===== config.mk =====
export PLATFORM = sky130hd
export DESIGN_NAME = seg_pc_guard
export DESIGN_NICKNAME = d
export VERILOG_FILES = /design/src/rtl/seg_pc_pkg.sv /design/src/rtl/seg_pc_ctrl.sv /design/src/rtl/seg_pc_segreg.sv /design/src/rtl/seg_pc_offset.sv /design/src/rtl/seg_pc_adder.sv /design/src/rtl/seg_pc_guard.sv
export SDC_FILE = /design/constraint.sdc
export NUM_CORES = 1
export LEC_CHECK = 0
export ABC_AREA = 1
export BUFFER_PORTS_ARGS = -buffer_cell sky130_fd_sc_hd__buf_2
export CORE_ASPECT_RATIO = 1.25
export CORE_MARGIN = 5
export CORE_UTILIZATION = 53
export CTS_BUF_LIST = sky130_fd_sc_hd__clkbuf_4 sky130_fd_sc_hd__clkbuf_8 sky130_fd_sc_hd__clkbuf_16
export DETAILED_ROUTE_END_ITERATION = 10
export GPL_TIMING_DRIVEN = 0
export PLACE_DENSITY = 0.79
export SLEW_MARGIN = 5
export SYNTH_ARGS = -nofsm -noshare
export SYNTH_HDL_FRONTEND = slang
export SYNTH_SLANG_ARGS = --single-unit

===== constraint.sdc =====
create_clock -name clk_i -period 2.1 [get_ports clk_i]
set_clock_uncertainty 0.05 [all_clocks]
set_input_delay 0.315 -clock clk_i [delete_from_list [all_inputs] [get_ports clk_i]]
set_output_delay 0.315 -clock clk_i [all_outputs]
set_load 0.05 [all_outputs]

===== src/rtl/seg_pc_pkg.sv =====
package seg_pc_pkg;
   typedef enum logic [1:0] {
      ACT_HOLD = 2'd0,
      ACT_STEP = 2'd1,
      ACT_LOAD = 2'd2,
      ACT_TRAP = 2'd3
   } pc_act_e;
endpackage


===== src/rtl/seg_pc_ctrl.sv =====
module seg_pc_ctrl
   import seg_pc_pkg::*;
(
   input  logic    clk_i,
   input  logic    rst_ni,
   input  logic    step_i,
   input  logic    branch_i,
   input  logic    at_max_i,
   output pc_act_e act_o,
   output logic    trap_q_o
);
   always_comb begin
      if (branch_i)
         act_o = ACT_LOAD;
      else if (step_i && at_max_i)
         act_o = ACT_TRAP;
      else if (step_i)
         act_o = ACT_STEP;
      else
         act_o = ACT_HOLD;
   end

   always_ff @(posedge clk_i or negedge rst_ni) begin
      if (!rst_ni)
         trap_q_o <= 1'b0;
      else
         trap_q_o <= (act_o == ACT_TRAP);
   end

   // a taken branch never yields a reset pulse
   assert_branch_no_trap_R5: assert property (@(posedge clk_i) disable iff (!rst_ni)
      branch_i |=> !trap_q_o);
   // pulse is a single cycle
   assert_pulse_single_R7: assert property (@(posedge clk_i) disable iff (!rst_ni)
      trap_q_o |=> !trap_q_o);
endmodule


===== src/rtl/seg_pc_segreg.sv =====
module seg_pc_segreg
   import seg_pc_pkg::*;
#(
   parameter int ADDR_W = 16
) (
   input  logic              clk_i,
   input  logic              rst_ni,
   input  pc_act_e           act_i,
   input  logic [ADDR_W-1:0] target_i,
   output logic [ADDR_W-1:0] seg_o
);
   always_ff @(posedge clk_i or negedge rst_ni) begin
      if (!rst_ni)
         seg_o <= '0;
      else if (act_i == ACT_LOAD)
         seg_o <= target_i;
      else if (act_i == ACT_TRAP)
         seg_o <= '0;
   end

   // segment takes the target on a load
   assert_seg_load_R4: assert property (@(posedge clk_i) disable iff (!rst_ni)
      (act_i == ACT_LOAD) |=> (seg_o == $past(target_i)));
endmodule


===== src/rtl/seg_pc_offset.sv =====
module seg_pc_offset
   import seg_pc_pkg::*;
#(
   parameter int OFS_W = 7
) (
   input  logic             clk_i,
   input  logic             rst_ni,
   input  pc_act_e          act_i,
   output logic [OFS_W-1:0] ofs_o,
   output logic             at_max_o
);
   localparam logic [OFS_W-1:0] OFS_MAX = {OFS_W{1'b1}};

   always_ff @(posedge clk_i or negedge rst_ni) begin
      if (!rst_ni)
         ofs_o <= '0;
      else begin
         unique case (act_i)
            ACT_STEP: ofs_o <= ofs_o + 1'b1;
            ACT_LOAD,
            ACT_TRAP: ofs_o <= '0;
            default:  ofs_o <= ofs_o;
         endcase
      end
   end

   assign at_max_o = (ofs_o == OFS_MAX);

   // a plain step advances the offset by one
   assert_ofs_inc_R3: assert property (@(posedge clk_i) disable iff (!rst_ni)
      (act_i == ACT_STEP) |=> (ofs_o == $past(ofs_o) + 1'b1));
   // offset at the ceiling never wraps by stepping
   assert_no_wrap_R6: assert property (@(posedge clk_i) disable iff (!rst_ni)
      (at_max_o && act_i != ACT_LOAD && act_i != ACT_TRAP) |=> at_max_o);
endmodule


===== src/rtl/seg_pc_adder.sv =====
module seg_pc_adder #(
   parameter int ADDR_W = 16,
   parameter int OFS_W  = 7,
   parameter bit RIPPLE = 1'b0
) (
   input  logic [ADDR_W-1:0] seg_i,
   input  logic [OFS_W-1:0]  ofs_i,
   output logic [ADDR_W-1:0] sum_o
);
   localparam int PAD_W = ADDR_W - OFS_W;
   logic [ADDR_W-1:0] ofs_ext;
   assign ofs_ext = {{PAD_W{1'b0}}, ofs_i};

   generate
      if (RIPPLE) begin : g_ripple
         logic [ADDR_W-1:0] carry;
         assign carry[0] = 1'b0;
         for (genvar i = 0; i < ADDR_W; i++) begin : g_bit
            assign sum_o[i] = seg_i[i] ^ ofs_ext[i] ^ carry[i];
            if (i < ADDR_W - 1) begin : g_c
               assign carry[i+1] = (seg_i[i] & ofs_ext[i]) |
                                   (carry[i] & (seg_i[i] ^ ofs_ext[i]));
            end
         end
      end else begin : g_behav
         assign sum_o = seg_i + ofs_ext;
      end
   endgenerate
endmodule


===== src/rtl/seg_pc_guard.sv =====
module seg_pc_guard
   import seg_pc_pkg::*;
#(
   parameter int ADDR_W = 16,
   parameter int OFS_W  = 7,
   parameter bit RIPPLE = 1'b0
) (
   input  logic              clk_i,
   input  logic              rst_ni,
   input  logic              step_i,
   input  logic              branch_i,
   input  logic [ADDR_W-1:0] target_i,
   output logic [ADDR_W-1:0] fetch_addr_o,
   output logic              reset_req_o
);
   generate
      if (OFS_W < 1 || OFS_W >= ADDR_W) begin : g_bad_ofs
         $error("seg_pc_guard: OFS_W must be in 1..ADDR_W-1");
      end
      if (ADDR_W < 2) begin : g_bad_addr
         $error("seg_pc_guard: ADDR_W must be at least 2");
      end
   endgenerate

   pc_act_e           act;
   logic              at_max;
   logic [ADDR_W-1:0] seg;
   logic [OFS_W-1:0]  ofs;

   seg_pc_ctrl u_ctrl (
      .clk_i    (clk_i),
      .rst_ni   (rst_ni),
      .step_i   (step_i),
      .branch_i (branch_i),
      .at_max_i (at_max),
      .act_o    (act),
      .trap_q_o (reset_req_o)
   );

   seg_pc_segreg #(.ADDR_W(ADDR_W)) u_seg (
      .clk_i    (clk_i),
      .rst_ni   (rst_ni),
      .act_i    (act),
      .target_i (target_i),
      .seg_o    (seg)
   );

   seg_pc_offset #(.OFS_W(OFS_W)) u_ofs (
      .clk_i    (clk_i),
      .rst_ni   (rst_ni),
      .act_i    (act),
      .ofs_o    (ofs),
      .at_max_o (at_max)
   );

   seg_pc_adder #(.ADDR_W(ADDR_W), .OFS_W(OFS_W), .RIPPLE(RIPPLE)) u_add (
      .seg_i (seg),
      .ofs_i (ofs),
      .sum_o (fetch_addr_o)
   );

   // branch lands on the target at the port
   assert_branch_addr_R4: assert property (@(posedge clk_i) disable iff (!rst_ni)
      branch_i |=> (fetch_addr_o == $past(target_i)));
   // a step below the ceiling adds one to the fetch address
   assert_step_addr_R3: assert property (@(posedge clk_i) disable iff (!rst_ni)
      (step_i && !branch_i && !at_max) |=>
         (fetch_addr_o == $past(fetch_addr_o) + 1'b1));
   // overflow step traps and returns to address zero
   assert_trap_R6: assert property (@(posedge clk_i) disable iff (!rst_ni)
      (step_i && !branch_i && at_max) |=> (reset_req_o && fetch_addr_o == '0));
   // idle cycles hold the address
   assert_idle_hold_R8: assert property (@(posedge clk_i) disable iff (!rst_ni)
      (!step_i && !branch_i) |=> $stable(fetch_addr_o));
endmodule


Word level (Yosys, flattened, before mapping)
Cells that the tools add are included.

Register bits: 24. Bits of input ports: 20. Output and inout bits: 17. Word-level logic and storage cells: 19.

Add/sub/neg operators: 2. Eq/ne operators: 4. Muxes and demuxes: 6. Reduce and logical (&&, ||, !) cells: 4.

Operators by type and width (count): 16-bit 2-to-1 mux (2); 16-bit by 7-bit adder with 16-bit output (1); 7-bit case mux with 2 select lines (1); 7-bit by 1-bit adder with 7-bit output (second input constant) (1); 7-bit == test (second input constant) (1); 2-bit == test (second input constant) (2); 2-bit 2-to-1 mux (2); 2-bit nonzero test (2); 2-bit by 1-bit == test with 1-bit output (second input constant) (1); 2-bit OR reduction (1); 1-bit logical AND (1); 1-bit 2-to-1 mux (1).

Depth between registers and ports, before layout
Gate-level depths: netlist (run 1).

Depth after elaboration: 7. Mapped depth: 10. Depth with buffers taken out: 10.

Hierarchy
A second synthesis (run 1) with hierarchy kept.

Cell total of the unflattened synthesis: 246. Area, all modules: 1720.4 µm².

By module, submodules not included: seg_pc_segreg (instances 1, cells an instance 70, area an instance 675.6 µm², sequential area each 400.4 µm²); seg_pc_adder (instances 1, cells an instance 123, area an instance 629.4 µm², sequential area each 0.0 µm²); seg_pc_offset (instances 1, cells an instance 46, area an instance 365.4 µm², sequential area each 175.2 µm²); seg_pc_ctrl (instances 1, cells an instance 7, area an instance 50.0 µm², sequential area each 25.0 µm²).

Least setup slack after synthesis (run 1)
OpenSTA, ideal clock, no wires.

Path type: register -> output. From: reg u_ofs.ofs_o[0]. To: out fetch_addr_o[4]. Arrival time: 2.014 ns. Data required time: 1.735 ns. Setup slack: -0.279 ns. Stages on the path, launching flop included: 7. Path buffers: 0. Path through: dfrtp_1 > ha_1 > fa_1 > nand2_1 > nand2_1 > and2_1 > xor2_1.

Longest elaborated chain between the ends: 1.

RTL lines: from (decl) (line seg_pc_offset.sv:9) `output logic [OFS_W-1:0] ofs_o,`; from (signal assigned) (line seg_pc_offset.sv:19) `ACT_STEP: ofs_o <= ofs_o + 1'b1;`; from (signal assigned) (line seg_pc_offset.sv:22) `default: ofs_o <= ofs_o;`; 16-bit by 7-bit adder with 16-bit output (line seg_pc_adder.sv:26) `assign sum_o = seg_i + ofs_ext;`; to (decl) (line seg_pc_guard.sv:13) `output logic [ADDR_W-1:0] fetch_addr_o,`.

Every way passes these cells.

Worst setup path in the final report (run 1)
From: reg u_ofs.ofs_o[0]. To: out fetch_addr_o[6].

The elaborated chain is that of the path after synthesis.

==> summary.txt, run 1 <==
Clock network
  – Longest Clk Path Bufs: 2
  – H-tree Lvls: 1
  – Clock transition at path regs: 0.13 ns
  – Root buffer cell: clkbuf_4
  – CTS buffer count: 3
  – Clk sinks: 24
  – CTS tree: yes
  – Worst skew pair latency: 0.31 ns

Worst setup path
  – Worst path slowest cell: dfrtp_1
  – CP max stage delay: 0.43 ns
  – Crit-path cells: ha_2, fa_2, nand2_2, nand2_2, nand3_2, nand2_4, buf_6, xor2_4, buf_6
  – Crit path arrival time: 2.07 ns
  – R2R cell count: 9
  – CP Capture Type: output pin
  – Worst EP required: 1.74 ns
  – Startpoint types: flip-flop
  – Critical path class: reg2out
  – Cell family with most CP delay: adder cells
  – Crit path depth: 9
  – Crit path max fanout: 3
  – Crit path buf inv count: 2

Drt
  – Starting DRC count in detailed routing: 68
  – Wirelength per Cell: 13.7 um
  – DR DRC count: 0
  – Via-to-Cell Ratio: 5.43
  – Router iterations before antenna repair: 4
  – Detailed-route via count: 1758
  – Routed WL: 4430 um
  – Final antenna-violating net count: 0

Power
  – Worst vdd ir: 0.720 mV
  – Final Power: 1.49 mW
  – Power per cell area: 640 nW/um^2
  – Leakage power: 1.25 nW

Job
  – Maximum Capacitance Violations: 0

Floorplan
  – Initial Utilization: 0.542
  – Chip height: 71.1 um
  – Row cnt: 22
  – Die area: 4190 um^2
  – Die width: 58.9 um
  – Core Area: 2920 um^2
  – Number of I/O pins: 37

Placed design
  – Post-DP HPWL: 2850 um
  – Pre-CTS setup slack: -0.192 ns
  – Placed Cells: 302
  – RD Place Congestion: 0.914
  – Port bufs: 36
  – Cell Area, Placed: 1850 um^2

Final layout
  – Layout cells sized above 1: 0.385
  – Most frequent cells in the layout: nand2_1 (60), inv_1 (27), buf_2 (24), nand3_1 (22), dfrtp_1 (21)
  – Nets@finish: 318
  – Core Util, Final: 0.796
  – Layout Cells excl Fill: 324
  – # diodes: 0
  – Commonest non-fill, non-tap cell in the layout: nand2_1
  – Final instance area: 2320 um^2
  – Area Overhead vs Synth: 46.8%

Yosys
  – Yosys cell types: 21
  – Post-synth top flop: dfrtp_1
  – Fraction of synthesized area in multiplexers: 0
  – Cells after Synth: 230
  – Simple-gate portion of the synthesized area: 0.374
  – Post-synthesis compound-gate area fraction: 0.0411
  – Syn Area/Cell: 6.88 um^2
  – Syn_nets: 259
  – Seq/Total Area, Yosys: 0.379
  – Main combinational cell family by area after synthesis: simple AND/OR/NAND/NOR gates
  – YS warnings: 0
  – Adder-cell area share of the yosys netlist: 0.0759
  – Synth async-reset ratio: 1.00
  – Number of flops mapped to enable cells by yosys: 0
  – Mapped Area: 1580 um^2
  – Synth Register Bits: 24
  – Xor and xnor area share after synthesis: 0.0443

Hold path
  – Hold Path Depth: 3
  – Worst hold path type: in2reg

STA
  – Fmax: 411 MHz
  – RSZ-0062 raised after global routing: yes
  – Worst Tran Pin Value: 0.562 ns
  – # setup viols final: 14
  – Crit path time final: 2.43 ns
  – PnR worst setup slack: -0.332 ns
  – Final hold vios: 0
  – Setup TNS: -2.40 ns
  – Rel. slew slack: 0.626
  – Final Cycle Share: 1.16
  – Fin Hold WS: 0.140 ns
  – Final slew viol count: 0

Global route
  – Largest net degree at the start of global routing: 25
  – Global-route usage over all layers: 0.200
  – First-pass GRT wire length: 6640 um
  – Initial antenna violation count: 0
  – Vias in the first global route: 1639
  – Total gr overflow: 0

Status
  – Failing checks: setup timing
  – Status: finished with violations
## layer usage
metal / GRT usage / routed length [um] / up-vias
li1: - / - / 837
met1: 0.230 / 1690 / 824
met2: 0.348 / 2340 / 74
met3: 0.0237 / 224 / 23
met4: 0.116 / 178 / 0
met5: 0 / 0 / -
## logic make-up (layout without fill, tap and decap cells)
group,after synthesis,in the layout
simple gates,142,142
fa+ha+maj,9,9
buf+inv,34,92
flops,24,24
xor+xnor,8,8
compound gates,13,13
## worst reg2reg max path: stages (launching register included)
cell and delay [ns]:
dfrtp_1 0.43, buf_4 0.14, buf_4 0.12, ha_1 0.21
nand3_1 0.11, nor2_1 0.07, nand2_1 0.13, nand2_1 0.09
buf_4 0.19, nor3_1 0.14
## Yosys cell counts (2+ instances only)
master / number / area share
xor2_1: 7 / 0.039
o21ai_0: 4 / 0.013
o21ai_1: 5 / 0.016
nor3_1: 2 / 0.0063
inv_1: 29 / 0.069
nand4_1: 3 / 0.012
nand2_1: 84 / 0.20
nor2_1: 21 / 0.050
nand3b_1: 2 / 0.0095
dfrtp_1: 24 / 0.38
ha_1: 8 / 0.063
nand3_1: 27 / 0.085
buf_2: 3 / 0.0095
a21oi_1: 4 / 0.013
## what timing repair did
item,4_1_cts,5_1_grt
endpoints found under the setup margin,14,15
hold buffers,1,0
pin swaps,18,19
endpoints found under the hold margin,24,0
buffers inserted,11,6
gates resized for setup,63,22
## power by group
part	switching [mW]	total, mW	leakage, nW	internal, mW
clock network	0.140	0.246	0.0210	0.106
registers	0.0515	0.557	0.300	0.506
logic	0.424	0.684	0.933	0.260
total	0.616	1.49	1.25	0.871
## registers in the layout (all words and copies together), names as in the netlist
register and cells:
u_seg.seg_o 16, u_ofs.ofs_o 7, u_ctrl.trap_q_o 1
## final timing paths
check,from,endpoint,slack (ns)
setup / recovery,u_ofs.ofs_o[0],fetch_addr_o[6],-0.33
hold / removal,target_i[1],u_seg.seg_o[1],0.14
setup reg to reg,u_ofs.ofs_o[0],u_ofs.ofs_o[3],0.35
hold reg to reg,u_seg.seg_o[0],u_seg.seg_o[0],0.49
max in group asynchronous,rst_ni,u_ofs.ofs_o[3],1.14
min in group asynchronous,rst_ni,u_seg.seg_o[3],0.46
## final cells by class
cell class	count	area [um^2]
well taps	36	45.0
flip-flops and latches	24	604
clock buffers	4	36.3
plain buffers	5	26.3
multi-input cells	172	1090
inverters	29	109
fillers	187	594
repair buffers	54	412
No activity file was read; power rests on OpenSTA's default activity.
==> run 2, diff against run 1 <==
CORE_MARGIN = 4   (was 5)
CORE_UTILIZATION = 54   (was 53)
CTS_BUF_LIST = default   (was sky130_fd_sc_hd__clkbuf_4 sky130_fd_sc_hd__clkbuf_8 sky130_fd_sc_hd__clkbuf_16)
SYNTH_HIERARCHICAL = 1   (was default)
==> run 2 against run 1 <==
The run still ends with setup timing left. Die area fell by 0.66%. Combinational power is 11% lower. Utilization is 3.1 points higher. Via count up 4.6%. Non-clock buffer count is 3 lower.
==> summary.txt, run 2 <==
Status
  – Status: finished with violations
  – Failing checks: setup timing

Global route
  – Global-route usage over all layers: 0.211 (+0.0108)
  – Total gr overflow: 0 (unchanged)
  – First-pass GRT wire length: 6920 um (+4.2%)
  – Vias in the first global route: 1672 (+2.0%)
  – Initial antenna violation count: 0 (unchanged)
  – Largest net degree at the start of global routing: 25 (unchanged)

Floorplan
  – Initial Utilization: 0.573 (+0.0309)
  – Number of I/O pins: 37 (unchanged)
  – Die area: 4160 um^2 (-0.66%)
  – Chip height: 71.1 um (about the same)
  – Die width: 58.5 um (-0.67%)
  – Core Area: 3000 um^2 (+2.8%)
  – Row cnt: 22 (unchanged)

Clock network
  – Longest Clk Path Bufs: 2 (unchanged)
  – Root buffer cell: clkbuf_4
  – H-tree Lvls: 1 (unchanged)
  – Clk sinks: 24 (unchanged)
  – Clock transition at path regs: 0.13 ns (about the same)
  – Worst skew pair latency: 0.31 ns (about the same)
  – CTS buffer count: 3 (unchanged)
  – CTS tree: yes

Hold path
  – Worst hold path type: in2reg

Drt
  – Via-to-Cell Ratio: 5.44 (+0.22%)
  – Wirelength per Cell: 14.4 um (+5.1%)
  – Detailed-route via count: 1838 (+4.6%)
  – Routed WL: 4850 um (+9.6%)
  – DR DRC count: 0 (unchanged)
  – Router iterations before antenna repair: 4 (unchanged)
  – Final antenna-violating net count: 0 (unchanged)
  – Starting DRC count in detailed routing: 81 (+19%)

Final layout
  – Area Overhead vs Synth: 44.3%
  – Most frequent cells in the layout: nand2_1 (65), nand3_1 (28), inv_1 (26), buf_2 (22), nand2_2 (22)
  – Layout cells sized above 1: 0.421 (+0.0351)
  – Nets@finish: 332 (+4.4%)
  – Largest regs: u_seg/seg_o x16, u_ofs/ofs_o x7, u_ctrl/trap_q_o x1
  – Most flops, register: u_seg/seg_o
  – Max reg flops: 16 (unchanged)
  – Commonest non-fill, non-tap cell in the layout: nand2_1
  – Layout Cells excl Fill: 338 (+4.3%)
  – # diodes: 0 (unchanged)

Yosys
  – Post-synth top flop: dfrtp_1
  – Top cells by count, synth: nand2_1 (87), nand3_1 (33), inv_1 (29)
  – Mapped Area: 1720 um^2 (+8.7%)
  – Synth Register Bits: 24 (unchanged)
  – Seq/Total Area, Yosys: 0.349 (-0.0304)
  – Syn Area/Cell: 6.99 um^2 (+1.6%)
  – YS warnings: 6 (+6)
  – Most common cell in the synthesized netlist: nand2_1
  – Syn_nets: 275 (+6.2%)
  – Main area contributors after synthesis: dfrtp_1 (35%), nand2_1 (19%), nand3_1 (9.6%)
  – Yosys cell types: 26 (+24%)
  – Number of flops mapped to enable cells by yosys: 0 (unchanged)
  – Area share of the largest cell type after synthesis: 0.349 (-0.0304)
  – Cells after Synth: 246 (+7.0%)
  – Cell taking the most area after synthesis: dfrtp_1
  – Synth async-reset ratio: 1.00 (unchanged)

STA
  – Final slew viol count: 0 (unchanged)
  – PnR worst setup slack: -0.351 ns (-0.0186 ns)
  – Rel. slew slack: 0.653 (+0.0278)
  – Fmax: 408 MHz (-0.76%)
  – Worst Tran Pin Value: 0.520 ns (-0.0417 ns)
  – # setup viols final: 13 (-1)
  – Setup TNS: -2.56 ns (-0.155 ns)
  – RSZ-0062 raised after global routing: yes
  – Final Cycle Share: 1.17 (+0.00888)
  – Final hold vios: 0 (unchanged)
  – Fin Hold WS: 0.117 ns (-0.0227 ns)
  – Crit path time final: 2.45 ns (+0.0186 ns)

Placed design
  – Pre-CTS setup slack: -0.220 ns (-0.0279 ns)
  – Post-DP HPWL: 2880 um (+1.0%)
  – RD Place Congestion: 0.827 (-9.5%)
  – Placed Cells: 318 (+5.3%)
  – Port bufs: 36 (unchanged)

Worst setup path
  – Crit-path cells: ha_4, fa_2, nand2_2, nand2_2, and2_4, nand2_4, nand3_1, nand2_2, buf_8
  – Critical path class: reg2out
  – Crit path max fanout: 3 (unchanged)
  – Worst EP required: 1.74 ns (about the same)
  – Startpoint types: flip-flop
  – CP max stage delay: 0.46 ns (+0.03 ns)
  – Worst path slowest cell: dfrtp_1
  – Crit path arrival time: 2.09 ns (+0.02 ns)
  – CP Capture Type: output pin
  – Crit path top cell by count: nand2_2

Power
  – Power per cell area: 568 nW/um^2 (-11%)
  – Worst vdd ir: 0.696 mV (-3.3%)
  – Final Power: 1.41 mW (-5.1%)
  – Leakage power: 1.33 nW (+5.9%)

Job
  – Maximum Capacitance Violations: 0 (unchanged)
run 2: repair_timing:
item	4_1_cts	5_1_grt
gates resized for setup	60	30
pin swaps	9	16
hold endpoints to repair	24	0
hold buffers	1	0
endpoints found under the setup margin	15	16
setup buffers	12	3
run 2: logic make-up after synthesis:
| group | count (synthesis) | synth area share |
|---|---|---|
| simple gates | 162 | 0.423 |
| flops | 24 | 0.349 |
| compound gates | 9 | 0.0262 |
| buf+inv | 36 | 0.102 |
| xor+xnor | 6 | 0.0305 |
| fa+ha+maj | 9 | 0.0698 |
run 2: power breakdown:
group / leakage, nW / internal [mW] / switching [mW]
combinational: 1.00 / 0.232 / 0.380
clock: 0.0210 / 0.106 / 0.133
sequential: 0.307 / 0.504 / 0.0557
run 2: worst paths after layout:
| kind | start | to | slack (ns) | cells past startpoint |
|---|---|---|---|---|
| min in group asynchronous | rst_ni | u_seg/seg_o[10] | 0.45 | 2 |
| max | u_seg/seg_o[0] | fetch_addr_o[8] | -0.35 | 9 |
| max reg2reg | u_ofs/ofs_o[1] | u_seg/seg_o[2] | 0.19 | 11 |
| max in group asynchronous | rst_ni | u_ofs/ofs_o[4] | 1.17 | 2 |
| min | branch_i | u_ctrl/trap_q_o | 0.12 | 2 |
| min reg2reg | u_seg/seg_o[3] | u_seg/seg_o[3] | 0.47 | 2 |
run 2: worst max-delay path, delay by kind of cell (launching register included):
family	cells	cell delay, ns
fa+ha+maj	2	0.58
simple gates	6	0.60
buf+inv	1	0.14
flops	1	0.46
run 2: final cells by class:
class	count	area [um^2]
Multi-Input combinational cell	186	1210
Sequential cell	24	604
Fill cell	197	518
Timing Repair Buffer	52	408
Inverter	32	128
Buffer	4	47.5
Tap cell	36	45.0
Clock buffer	4	36.3
run 2: routing by layer:
metal | global-route usage | routed length, um | vias up
li1 | - | - | 883
met1 | 0.271 | 1880 | 870
met2 | 0.364 | 2630 | 67
met3 | 0.0146 | 191 | 18
met4 | 0.0799 | 154 | 0
met5 | 0 | 0 | -
run 2: through the flow:
step	cell area (um^2)	utilization
final	2480	0.827
after global routing	2480	0.827
after CTS	2360	0.788
after detailed placement	1990	0.665
after global placement	1990	0.665
after floorplan	1770	-
==> run 3, diff against run 2 <==
CORE_MARGIN = 2   (was 4)
CORE_UTILIZATION = 58   (was 54)
PLACE_DENSITY = 0.84   (was 0.79)
clock period = 3.1 ns   (was 2.1 ns; I/O delays follow)
==> run 3 against run 2 <==
The flow now finishes without violations. Largest cell class unchanged. Worst setup slack better by 0.73 ns. Total power down 43%. Via count down 12%. Wire length down 32%. Critical path depth up 1. Utilization down 15 points. Count of clock-buffer cells in the layout down 1. Critical path type unchanged. First-iteration DRC count down 40%. Highest routed layer unchanged. Combinational power down 51%.
==> summary.txt, run 3 (synthesis results as in run 2) <==
STA
  – PnR worst setup slack: 0.382 ns (+0.733 ns)
  – # setup viols final: 0 (-13)
  – Final Cycle Share: 0.877
  – Crit path time final: 2.72 ns
  – Setup TNS: 0 ns (+2.56 ns)
  – Fin Hold WS: 0.0586 ns (-0.0582 ns)
  – Final slew viol count: 0 (unchanged)
  – RSZ-0062 raised after global routing: no
  – Rel. slew slack: 0.662 (+0.00833)
  – Worst Tran Pin Value: 0.507 ns (-0.0125 ns)
  – Final hold vios: 0 (unchanged)
  – Fmax: 368 MHz

Global route
  – First-pass GRT wire length: 6000 um (-13%)
  – Total gr overflow: 0 (unchanged)
  – Global-route usage over all layers: 0.228 (+0.0169)
  – Largest net degree at the start of global routing: 25 (unchanged)
  – Initial antenna violation count: 0 (unchanged)
  – Vias in the first global route: 1488 (-11%)

Drt
  – DR DRC count: 0 (unchanged)
  – Routed WL: 3290 um (-32%)
  – Via-to-Cell Ratio: 5.05 (-7.2%)
  – Final antenna-violating net count: 0 (unchanged)
  – Router iterations before antenna repair: 4 (unchanged)
  – Starting DRC count in detailed routing: 49 (-40%)
  – Detailed-route via count: 1620 (-12%)
  – Wirelength per Cell: 10.3 um (-29%)

Clock network
  – CTS buffer count: 3 (unchanged)
  – Root buffer cell: clkbuf_4
  – CTS Hold Buffers Added: 0 (-1)
  – Clock transition at path regs: 0.12 ns (about the same)
  – CTS tree: yes
  – Clk sinks: 24 (unchanged)
  – Resized Gates After CTS: 0 (-100%)
  – Longest Clk Path Bufs: 2 (unchanged)
  – Worst skew pair latency: 0.31 ns (about the same)
  – H-tree Lvls: 1 (unchanged)
  – Setup Fix Bufs, Post-CTS: 0 (-12)

Worst setup path
  – Worst EP required: 2.58 ns (+0.84 ns)
  – Worst Setup SP: u_seg/seg_o[0]
  – Crit path arrival time: 2.20 ns (+0.11 ns)
  – Crit path max fanout: 3 (unchanged)
  – Worst R2R Setup Slack: 1.24 ns (+1.05 ns)
  – Reg2reg start: u_ofs/ofs_o[1]
  – Startpoint types: flip-flop
  – Reg2reg end: u_ofs/ofs_o[6]
  – Critical path class: reg2out
  – R2R cell count: 10 (-1)
  – CP Capture Type: output pin

Floorplan
  – Number of I/O pins: 37 (unchanged)
  – Chip height: 64.9 um (-8.7%)
  – Core Area: 2890 um^2 (-3.7%)
  – Die area: 3420 um^2 (-18%)
  – Row cnt: 22 (unchanged)
  – Die width: 52.7 um (-9.9%)
  – Initial Utilization: 0.595 (+0.0218)

Final layout
  – Area Overhead vs Synth: 14.4%
  – Max reg flops: 16 (unchanged)
  – # diodes: 0 (unchanged)
  – Nets@finish: 316 (-4.8%)
  – Commonest non-fill, non-tap cell in the layout: nand2_1
  – Fillers: 273 (+39%)
  – Most flops, register: u_seg/seg_o
  – Layout Cells excl Fill: 321 (-5.0%)
  – Final instance area: 1970 um^2 (-21%)
  – Layout cells sized above 1: 0.218 (-0.203)
  – Core Util, Final: 0.681 (-0.146)
  – Most frequent cells in the layout: nand2_1 (87), buf_2 (37), nand3_1 (33), inv_1 (29), dfrtp_1 (24)
  – Largest regs: u_seg/seg_o x16, u_ofs/ofs_o x7, u_ctrl/trap_q_o x1

Placed design
  – Post-DP HPWL: 2710 um (-6.0%)
  – Pre-CTS setup slack: 0.735 ns (+0.954 ns)
  – Port bufs: 36 (unchanged)
  – Cell Area, Placed: 1950 um^2 (-2.4%)
  – RD Place Congestion: 0.784 (-5.2%)
  – Placed Cells: 318 (unchanged)

Power
  – Final Power: 0.805 mW (-43%)
  – Worst vdd ir: 0.357 mV (-49%)
  – Leakage power: 1.16 nW (-13%)
  – Power per cell area: 409 nW/um^2 (-28%)

Status
  – Status: complete, no violations

Job
  – Maximum Capacitance Violations: 0 (unchanged)

Hold path
  – Worst hold path type: in2async
## run 3: cell type report
type	instances	area, um^2	area share
Sequential cell	24	601	0.305
Tap cell	36	45.0	0.0229
Buffer	4	47.5	0.0242
Multi-Input combinational cell	186	945	0.480
Timing Repair Buffer	36	180	0.0915
Inverter	32	128	0.0648
Clock buffer	3	22.5	0.0114
## run 3: critical path, cell delays in order, from the launching register on
cell and delay, ns:
dfrtp_1 0.42, ha_1 0.25, fa_1 0.41, nand2_1 0.09, nand2_1 0.06, nand3_1 0.07, nand2_1 0.11, nand2_1 0.10
nand3_1 0.07, nand2_1 0.06, buf_2 0.25
## run 3: worst max path at each step
stage	endpoint	slack [ns]	cells past startpoint
after floorplan	fetch_addr_o[4]	0.56	6
after global placement	fetch_addr_o[14]	0.74	10
after detailed placement	fetch_addr_o[14]	0.73	10
after CTS	fetch_addr_o[14]	0.37	10
after global routing	fetch_addr_o[14]	0.19	10
final	fetch_addr_o[14]	0.38	10
## run 3: metal layers
layer	track usage	part of all wire
met1	0.289	0.46
met2	0.409	0.50
met3	0.0184	0.028
met4	0.0577	0.010
met5	0	0
## run 3: power by group
part | internal, mW | switching [mW]
Clock | 0.0454 | 0.0841
Sequential | 0.341 | 0.0328
Combinational | 0.0854 | 0.216
Total | 0.472 | 0.333
